--- config.mk ---
export PLATFORM = sky130hd
export DESIGN_NAME = pfb_fetch
export DESIGN_NICKNAME = d
export VERILOG_FILES = /design/src/rtl/pfb_pkg.sv /design/src/rtl/pfb_buf_bank.sv /design/src/rtl/pfb_fill_ctrl.sv /design/src/rtl/pfb_fetch.sv
export SDC_FILE = /design/constraint.sdc
export NUM_CORES = 1
export LEC_CHECK = 0
export BUFFER_PORTS_ARGS = -buffer_cell sky130_fd_sc_hd__buf_4
export CORE_MARGIN = 5
export CORE_UTILIZATION = 66
export CTS_CLUSTER_SIZE = 30
export DETAILED_ROUTE_END_ITERATION = 10
export PLACE_DENSITY = 0.88
export RECOVER_POWER = 100
export SYNTH_ARGS = -nofsm -noshare
export SYNTH_HDL_FRONTEND = slang
export SYNTH_SLANG_ARGS = --single-unit
--- constraint.sdc ---
create_clock -name clk -period 13.2 [get_ports clk]
set_input_delay 0.66 -clock clk [delete_from_list [all_inputs] [get_ports clk]]
set_output_delay 0.66 -clock clk [all_outputs]
set_load 0.005 [all_outputs]
--- src/rtl/pfb_pkg.sv ---
package pfb_pkg;
  localparam int PA_W     = 24;
  localparam int PARCEL_W = 16;
  localparam int PPW      = 4;
  localparam int PIDX_W   = 2;
  localparam int WORD_W   = PARCEL_W * PPW;
  localparam int WA_W     = PA_W - PIDX_W;

  typedef logic [PARCEL_W-1:0] parcel_t;
  typedef logic [WORD_W-1:0]   word_t;
  typedef logic [PA_W-1:0]     pa_t;
  typedef logic [WA_W-1:0]     wa_t;

  function automatic wa_t word_addr(pa_t a);
    return a[PA_W-1:PIDX_W];
  endfunction

  function automatic logic [PIDX_W-1:0] parcel_idx(pa_t a);
    return a[PIDX_W-1:0];
  endfunction

  // parcel 0 is the most significant quarter of the word
  function automatic parcel_t pick_parcel(word_t w, logic [PIDX_W-1:0] i);
    return w[WORD_W-1-PARCEL_W*int'(i) -: PARCEL_W];
  endfunction
endpackage

--- src/rtl/pfb_buf_bank.sv ---
module pfb_buf_bank
  import pfb_pkg::*;
#(
  parameter int NBUF = 4,
  parameter int WPB  = 4
) (
  input  logic              clk,
  input  logic              rst_n,
  input  logic              clr_all,
  input  logic              open_en,
  input  logic [$clog2(NBUF)-1:0] open_idx,
  input  logic [WA_W-$clog2(WPB)-1:0] open_tag,
  input  logic              close_en,
  input  logic [$clog2(NBUF)-1:0] close_idx,
  input  logic              wr_en,
  input  logic [$clog2(NBUF)-1:0] wr_buf,
  input  logic [$clog2(WPB)-1:0]  wr_widx,
  input  word_t             wr_word,
  input  wa_t               look_wa,
  output logic              hit,
  output word_t             hit_word,
  output logic              any_vld
);
  localparam int WI_W  = $clog2(WPB);
  localparam int TAG_W = WA_W - WI_W;

  word_t             mem   [NBUF][WPB];
  logic [TAG_W-1:0]  tag_q [NBUF];
  logic [NBUF-1:0]   vld_q;
  logic [NBUF-1:0]   hit_vec;

  always_ff @(posedge clk) begin
    if (wr_en) mem[wr_buf][wr_widx] <= wr_word;
    if (open_en) tag_q[open_idx] <= open_tag;
  end

  always_ff @(posedge clk) begin
    if (!rst_n || clr_all) vld_q <= '0;
    else begin
      if (open_en)  vld_q[open_idx]  <= 1'b0;
      if (close_en) vld_q[close_idx] <= 1'b1;
    end
  end

  for (genvar b = 0; b < NBUF; b++) begin : g_cmp
    assign hit_vec[b] = vld_q[b] && (tag_q[b] == look_wa[WA_W-1:WI_W]);
  end

  always_comb begin
    hit_word = '0;
    for (int b = 0; b < NBUF; b++)
      hit_word |= mem[b][look_wa[WI_W-1:0]] & {WORD_W{hit_vec[b]}};
  end

  assign hit     = |hit_vec;
  assign any_vld = |vld_q;


  single_hit_chk: assert property (@(posedge clk) disable iff (!rst_n)
    $onehot0(hit_vec));
endmodule

--- src/rtl/pfb_fill_ctrl.sv ---
module pfb_fill_ctrl
  import pfb_pkg::*;
#(
  parameter int NBUF = 4,
  parameter int WPB  = 4
) (
  input  logic              clk,
  input  logic              rst_n,
  input  logic              miss,
  input  logic              abort,
  input  wa_t               look_wa,
  input  logic              wr_en,
  input  logic [$clog2(WPB)-1:0] wr_widx,
  output logic              busy,
  output wa_t               base_wa,
  output logic [$clog2(NBUF)-1:0] slot,
  output logic              start,
  output logic [WA_W-$clog2(WPB)-1:0] start_tag,
  output logic              accept,
  output logic              done
);
  localparam int NB_W = $clog2(NBUF);
  localparam int WI_W = $clog2(WPB);
  localparam logic [WI_W-1:0] LAST = WI_W'(WPB - 1);

  logic [NB_W-1:0] rr_q;
  logic            busy_q;
  wa_t             base_q;
  logic [NB_W-1:0] slot_q;

  function automatic wa_t align_block(wa_t w);
    return {w[WA_W-1:WI_W], {WI_W{1'b0}}};
  endfunction

  assign start     = miss && !busy_q && !abort;
  assign start_tag = look_wa[WA_W-1:WI_W];
  assign accept    = busy_q && wr_en && !abort;
  assign done      = accept && (wr_widx == LAST);

  always_ff @(posedge clk) begin
    if (!rst_n) begin
      rr_q   <= '0;
      busy_q <= 1'b0;
      slot_q <= '0;
      base_q <= '0;
    end else if (abort) begin
      busy_q <= 1'b0;
    end else if (start) begin
      rr_q   <= rr_q + 1'b1;
      slot_q <= rr_q;
      base_q <= align_block(look_wa);
      busy_q <= 1'b1;
    end else if (done) begin
      busy_q <= 1'b0;
    end
  end

  assign busy    = busy_q;
  assign base_wa = base_q;
  assign slot    = start ? rr_q : slot_q;


  rr_step_chk: assert property (@(posedge clk) disable iff (!rst_n)
    start |=> rr_q == $past(rr_q) + 1'b1);

  req_hold_chk: assert property (@(posedge clk) disable iff (!rst_n)
    busy_q && !abort && !(wr_en && wr_widx == LAST) |=> busy_q);
endmodule

--- src/rtl/pfb_fetch.sv ---
module pfb_fetch
  import pfb_pkg::*;
#(
  parameter int NBUF = 4,
  parameter int WPB  = 4,
  localparam int NB_W = $clog2(NBUF),
  localparam int WI_W = $clog2(WPB)
) (
  input  logic                 clk,
  input  logic                 rst_n,
  input  logic                 br_take,
  input  logic [PA_W-1:0]      br_target,
  input  logic                 xchg_go,
  input  logic [PA_W-1:0]      xchg_target,
  input  logic                 hold_issue,
  input  logic                 two_parcel,
  output logic                 fill_req,
  output logic [WA_W-1:0]      fill_addr,
  output logic [NB_W-1:0]      fill_slot,
  input  logic                 fill_we,
  input  logic [WI_W-1:0]      fill_widx,
  input  logic [WORD_W-1:0]    fill_word,
  output logic [PA_W-1:0]      pc,
  output logic [PARCEL_W-1:0]  cip,
  output logic [PARCEL_W-1:0]  lip,
  output logic                 cip_vld,
  output logic                 issue_go
);
  pa_t     pc_q;
  parcel_t nip_q, cip_q, lip_q;
  logic    nip_v, cip_v, lip_v;

  logic    hit, any_vld, redirect, fetch, miss;
  logic    cip_free, nip_to_cip, nip_to_lip, nip_free;
  word_t   hit_word;
  pa_t     new_pc;
  logic    f_start, f_accept, f_done, f_busy;
  logic [WA_W-WI_W-1:0] f_tag;
  logic [NB_W-1:0] f_slot;
  wa_t     f_base;

  assign redirect   = br_take || xchg_go;
  assign new_pc     = xchg_go ? xchg_target : br_target;
  assign issue_go   = cip_v && !hold_issue && (!two_parcel || lip_v) && !redirect;
  assign cip_free   = !cip_v || issue_go;
  assign nip_to_cip = nip_v && cip_free && !redirect;
  assign nip_to_lip = nip_v && cip_v && two_parcel && !lip_v && !redirect;
  assign nip_free   = !nip_v || nip_to_cip || nip_to_lip;
  assign fetch      = hit && nip_free && !redirect;
  assign miss       = !hit && !redirect;

  pfb_buf_bank #(.NBUF(NBUF), .WPB(WPB)) u_bank (
    .clk(clk), .rst_n(rst_n), .clr_all(xchg_go),
    .open_en(f_start), .open_idx(f_slot), .open_tag(f_tag),
    .close_en(f_done), .close_idx(f_slot),
    .wr_en(f_accept), .wr_buf(f_slot), .wr_widx(fill_widx), .wr_word(fill_word),
    .look_wa(word_addr(pc_q)), .hit(hit), .hit_word(hit_word), .any_vld(any_vld)
  );

  pfb_fill_ctrl #(.NBUF(NBUF), .WPB(WPB)) u_fill (
    .clk(clk), .rst_n(rst_n), .miss(miss), .abort(xchg_go),
    .look_wa(word_addr(pc_q)), .wr_en(fill_we), .wr_widx(fill_widx),
    .busy(f_busy), .base_wa(f_base), .slot(f_slot), .start(f_start),
    .start_tag(f_tag), .accept(f_accept), .done(f_done)
  );

  always_ff @(posedge clk) begin
    if (!rst_n) begin
      pc_q  <= '0;
      nip_v <= 1'b0;
      cip_v <= 1'b0;
      lip_v <= 1'b0;
    end else if (redirect) begin
      pc_q  <= new_pc;
      nip_v <= 1'b0;
      cip_v <= 1'b0;
      lip_v <= 1'b0;
    end else begin
      if (fetch) begin
        pc_q  <= pc_q + 1'b1;
        nip_v <= 1'b1;
      end else if (nip_to_cip || nip_to_lip) begin
        nip_v <= 1'b0;
      end
      if (nip_to_cip)    cip_v <= 1'b1;
      else if (issue_go) cip_v <= 1'b0;
      if (nip_to_lip)    lip_v <= 1'b1;
      else if (issue_go) lip_v <= 1'b0;
    end
  end

  always_ff @(posedge clk) begin
    if (fetch)      nip_q <= pick_parcel(hit_word, parcel_idx(pc_q));
    if (nip_to_cip) cip_q <= nip_q;
    if (nip_to_lip) lip_q <= nip_q;
  end

  assign fill_req  = f_busy;
  assign fill_addr = f_base;
  assign fill_slot = f_slot;
  assign pc        = pc_q;
  assign cip       = cip_q;
  assign lip       = lip_q;
  assign cip_vld   = cip_v;


  pc_step_chk: assert property (@(posedge clk) disable iff (!rst_n)
    fetch |=> pc_q == $past(pc_q) + 1'b1);

  hold_keep_chk: assert property (@(posedge clk) disable iff (!rst_n)
    cip_v && hold_issue && !redirect |=> cip_v && $stable(cip_q));

  xchg_wipe_chk: assert property (@(posedge clk) disable iff (!rst_n)
    xchg_go |=> !any_vld && !cip_v && !nip_v);

  br_load_chk: assert property (@(posedge clk) disable iff (!rst_n)
    br_take && !xchg_go |=> pc_q == $past(br_target) && !cip_v);
endmodule

==> impl_results.md <==
- Placed inst area: 0.0495 sq mm
- R2R Setup Slk: between 5000 and 6000 ps
- Slew Viols, Final: 1344
- Synthesis-stage register bit count: 1208
- Port Buffer Count: between 200 and 250
- Via density: 7.66
- DPL Wire Length: 70300 um
- Leakage: around 16 nW
- Arr. time, crit path: around 8500 ps
- Warnings, synthesis: 0
- Core ar.: 0.0704 sq mm
- Ys flop type: edfxtp_1
- Post-synth ARST share: 0%
- Outcome: finished with violations
- Global-route wire length before repair: 199000 um
- Slowest cell on the critical path: clkbuf_1
- Die width: about 280 um
- Worst Reg-to-Reg Cells: 8
- Buffer and inverter count on the worst path: 4
- Root buf cell: clkbuf_16
- CTS tree: done
- CP max stage delay: 2180 ps
- Area Overhead vs Synth: 12.1%
- Unique masters post-synth: 62
- Final Total Pwr: 7.90 mW
- Multi-input gate area: 0.0106 sq mm
- Final Hold Viols: 0
- Mean Syn Cell Area: 19.7 sq um
- Final Non-Filler Cells: 3640
- PwrDens: between 100 and 150 mW/mm^2
- Cell breakdown of the critical path: clkbuf_1, or2_0, nor2_1, clkbuf_1, a21o_1, a21oi_1, clkbuf_1, clkbuf_1
- Hold Path End: pc[0]$_SDFFE_PN0P_
- Hold Path Origin: br_target[0]
- Fmax: 120 MHz
- Area leader, netlist: edfxtp_1
- Longest Clk Path Bufs: 3
- Setup Fix Bufs, Post-CTS: 0
- Max cap viols: 31
- Critical path class: input port to register
- Count leader, synth: edfxtp_1
- Post-route DRC: 0
- Top cell type's share of synthesized area: about three quarters
- Minimum clock period: 8330 ps
- R2R Path End: u_bank.mem[0][226]$_DFFE_PP_
- Post-Synthesis Cell Area: 0.0470 sq mm
- Worst-Margin Slew: 5270 ps
- Die height: 277 um
- Maximum level of the CTS H-tree: 3
- Register area: 0.0357 sq mm
- CP dominant cell by count: clkbuf_1
- RSZ-0062 raised after global routing: no
- Setup TNS: 0 ps
- Hold WS: 255 ps
- Crit. End Element: register
- Final clock period utilization by the worst path: a little over three fifths
- Routability cong.: 0.881
- Post_cts resized: 0
- Synth area leaders: edfxtp_1 74%, mux4_2 12%, dfxtp_1 2.4%
- Violated checks: max-capacitance violations, max-slew violations
- ANT nets after route: 0
- Fill cells: 3739
- DR pass1 iterations: 10
- Reg clk slew, reported paths: 60 ps
- EDFF count, synth: 1152
- Total GRT Usage: 35.9%
- Setup Slack @ Placement: 8160 ps
- CP required: about 13000 ps
- # IOs: just over 200
- Drt total wl: roughly 140000 um
- VDD IR max: 0.136 mV
- Post-route cell area: ~0.053 sq mm
- HP Class: input port to register
- Hold Buf Count CTS: 0
- Grt total ovfl: 0
- Startpoint Class: input port
- CTS sink cnt: 1208
- Cells after Synth: 2391
- Startpoint of the worst-slack reg-to-reg timing path: pc[10]$_SDFFE_PN0P_
- Sequential area share after synthesis: approximately three quarters
- Worst clock skew: 25.6 ps
- Slew HR: -251%
- Routed via count: 27900
- Vias in the first global route: 27200
- Worst skew pair latency: between 600 and 700 ps
- CTS Buf Count: 112
- Layout cells sized above 1: 21.8%
- Post-layout util: 74.9%
- Initial Utilization: about 67%
- DR WL/cell: 38.2 um
- Final setup violation count: 0
- Cell family with most CP delay: buffers and inverters
- Final worst slack: between 4000 and 5000 ps
- Total Nets Final: 2714
- Pin count of the biggest net entering global routing: roughly 150
- Critical Path Fanout Max: 38
- Die area: 0.0767 sq mm
- Hold Crit Depth: 3
- Rows: 97
- List of most frequent post-synthesis cells: 1152 x edfxtp_1, 256 x mux4_2, 171 x nand3_1
- Placed cell count: approximately 3400
- Initial antenna violation count: 11
- Violation count after the first detailed-route iteration: 5761
flip-flops by register name (all words and copies together) (netlist names):
register / flops
cip: 16
u_bank.mem: 1024
nip_q: 16
u_fill.rr_q: 2
u_fill.slot_q: 2
u_fill.base_wa: 20
lip: 16
u_bank.tag_q: 80
nip_v: 1
lip_v: 1
cip_vld: 1
pc: 24
u_fill.busy: 1
u_bank.vld_q: 4
per-layer routing:
layer / global-route usage, % / share of wire [%]
met5: 0 / 0.024
met4: 16.6 / 6.9
met3: 8.19 / 13
met2: 58.7 / 49
met1: 47.0 / 32
worst max path at each step:
stage	startpoint	end	slack, ps	cells after the start
after CTS	pc[10]$_SDFFE_PN0P_	u_bank.mem[0][26]$_DFFE_PP_	8030	8
final	xchg_go	u_bank.mem[3][100]$_DFFE_PP_	4870	8
after detailed placement	pc[10]$_SDFFE_PN0P_	u_bank.mem[2][36]$_DFFE_PP_	8160	8
after global routing	pc[2]$_SDFFE_PN0P_	nip_q[10]$_DFFE_PP_	4230	7
after floorplan	pc[6]$_SDFFE_PN0P_	u_bank.mem[3][0]$_DFFE_PP_	7570	9
after global placement	pc[10]$_SDFFE_PN0P_	u_bank.mem[2][4]$_DFFE_PP_	8370	8
area by class of cell:
| class | instances | area share (%) |
|---|---|---|
| multi-input combinational | 1009 | 20.1 |
| timing repair buffer | 247 | 2.79 |
| tap | 940 | 2.23 |
| clock inverter | 64 | 1.18 |
| antenna | 11 | 0.0522 |
| inverter | 14 | 0.0997 |
| clock buffer | 147 | 5.74 |
| sequential | 1208 | 67.8 |
power breakdown:
group	switching [mW]	leakage, nW	internal [mW]	total [mW]
Combinational	0.221	3.48	0.159	0.380
Sequential	0.0441	10.8	4.21	4.25
Clock	1.45	1.79	1.82	3.27
worst min-delay path, stage by stage:
cell     delay [ps]
buf_4            80
a31oi_1         100
nand2_1          60
placed cells by master, fill, tap and decap left out, types with 5 or more instances in the layout:
| cell type | n |
|---|---|
| edfxtp_1 | 1152 |
| mux4_2 | 256 |
| nand3_1 | 171 |
| clkbuf_1 | 132 |
| clkbuf_16 | 113 |
| buf_4 | 75 |
| xnor2_1 | 69 |
| nand4_1 | 68 |
| clkbuf_4 | 65 |
| a21oi_1 | 63 |
| dfxtp_1 | 56 |
| nand2_1 | 53 |
| o21ai_0 | 41 |
| a222oi_1 | 32 |
| clkinv_1 | 24 |
| nor2_1 | 23 |
| and3_1 | 21 |
| clkinv_2 | 21 |
| nor3_1 | 18 |
| a211oi_1 | 17 |
| a22oi_1 | 15 |
| inv_1 | 14 |
| xor2_1 | 12 |
| diode_2 | 11 |
| a31oi_1 | 11 |
| o22ai_1 | 10 |
| bufinv_16 | 10 |
| or3_1 | 9 |
| a21oi_4 | 9 |
| o311ai_0 | 7 |
| clkbuf_8 | 7 |
| nor3b_1 | 6 |
| or4_1 | 6 |
| a22o_1 | 6 |
| nor2b_1 | 5 |
| o221ai_1 | 5 |
| o31ai_1 | 5 |
cells by family (layout without fill, tap and decap cells):
logic type	after synthesis	count (layout)	synth area share [%]
compound gates	246	246	3.59
xor+xnor	82	82	1.54
fa+ha+maj	1	1	0.0266
buf+inv	175	472	1.68
flops	1208	1208	76.0
mux	258	258	12.3
other cells	1	13	0.00798
simple gates	420	420	4.88
(Power assumes the default switching activity.)
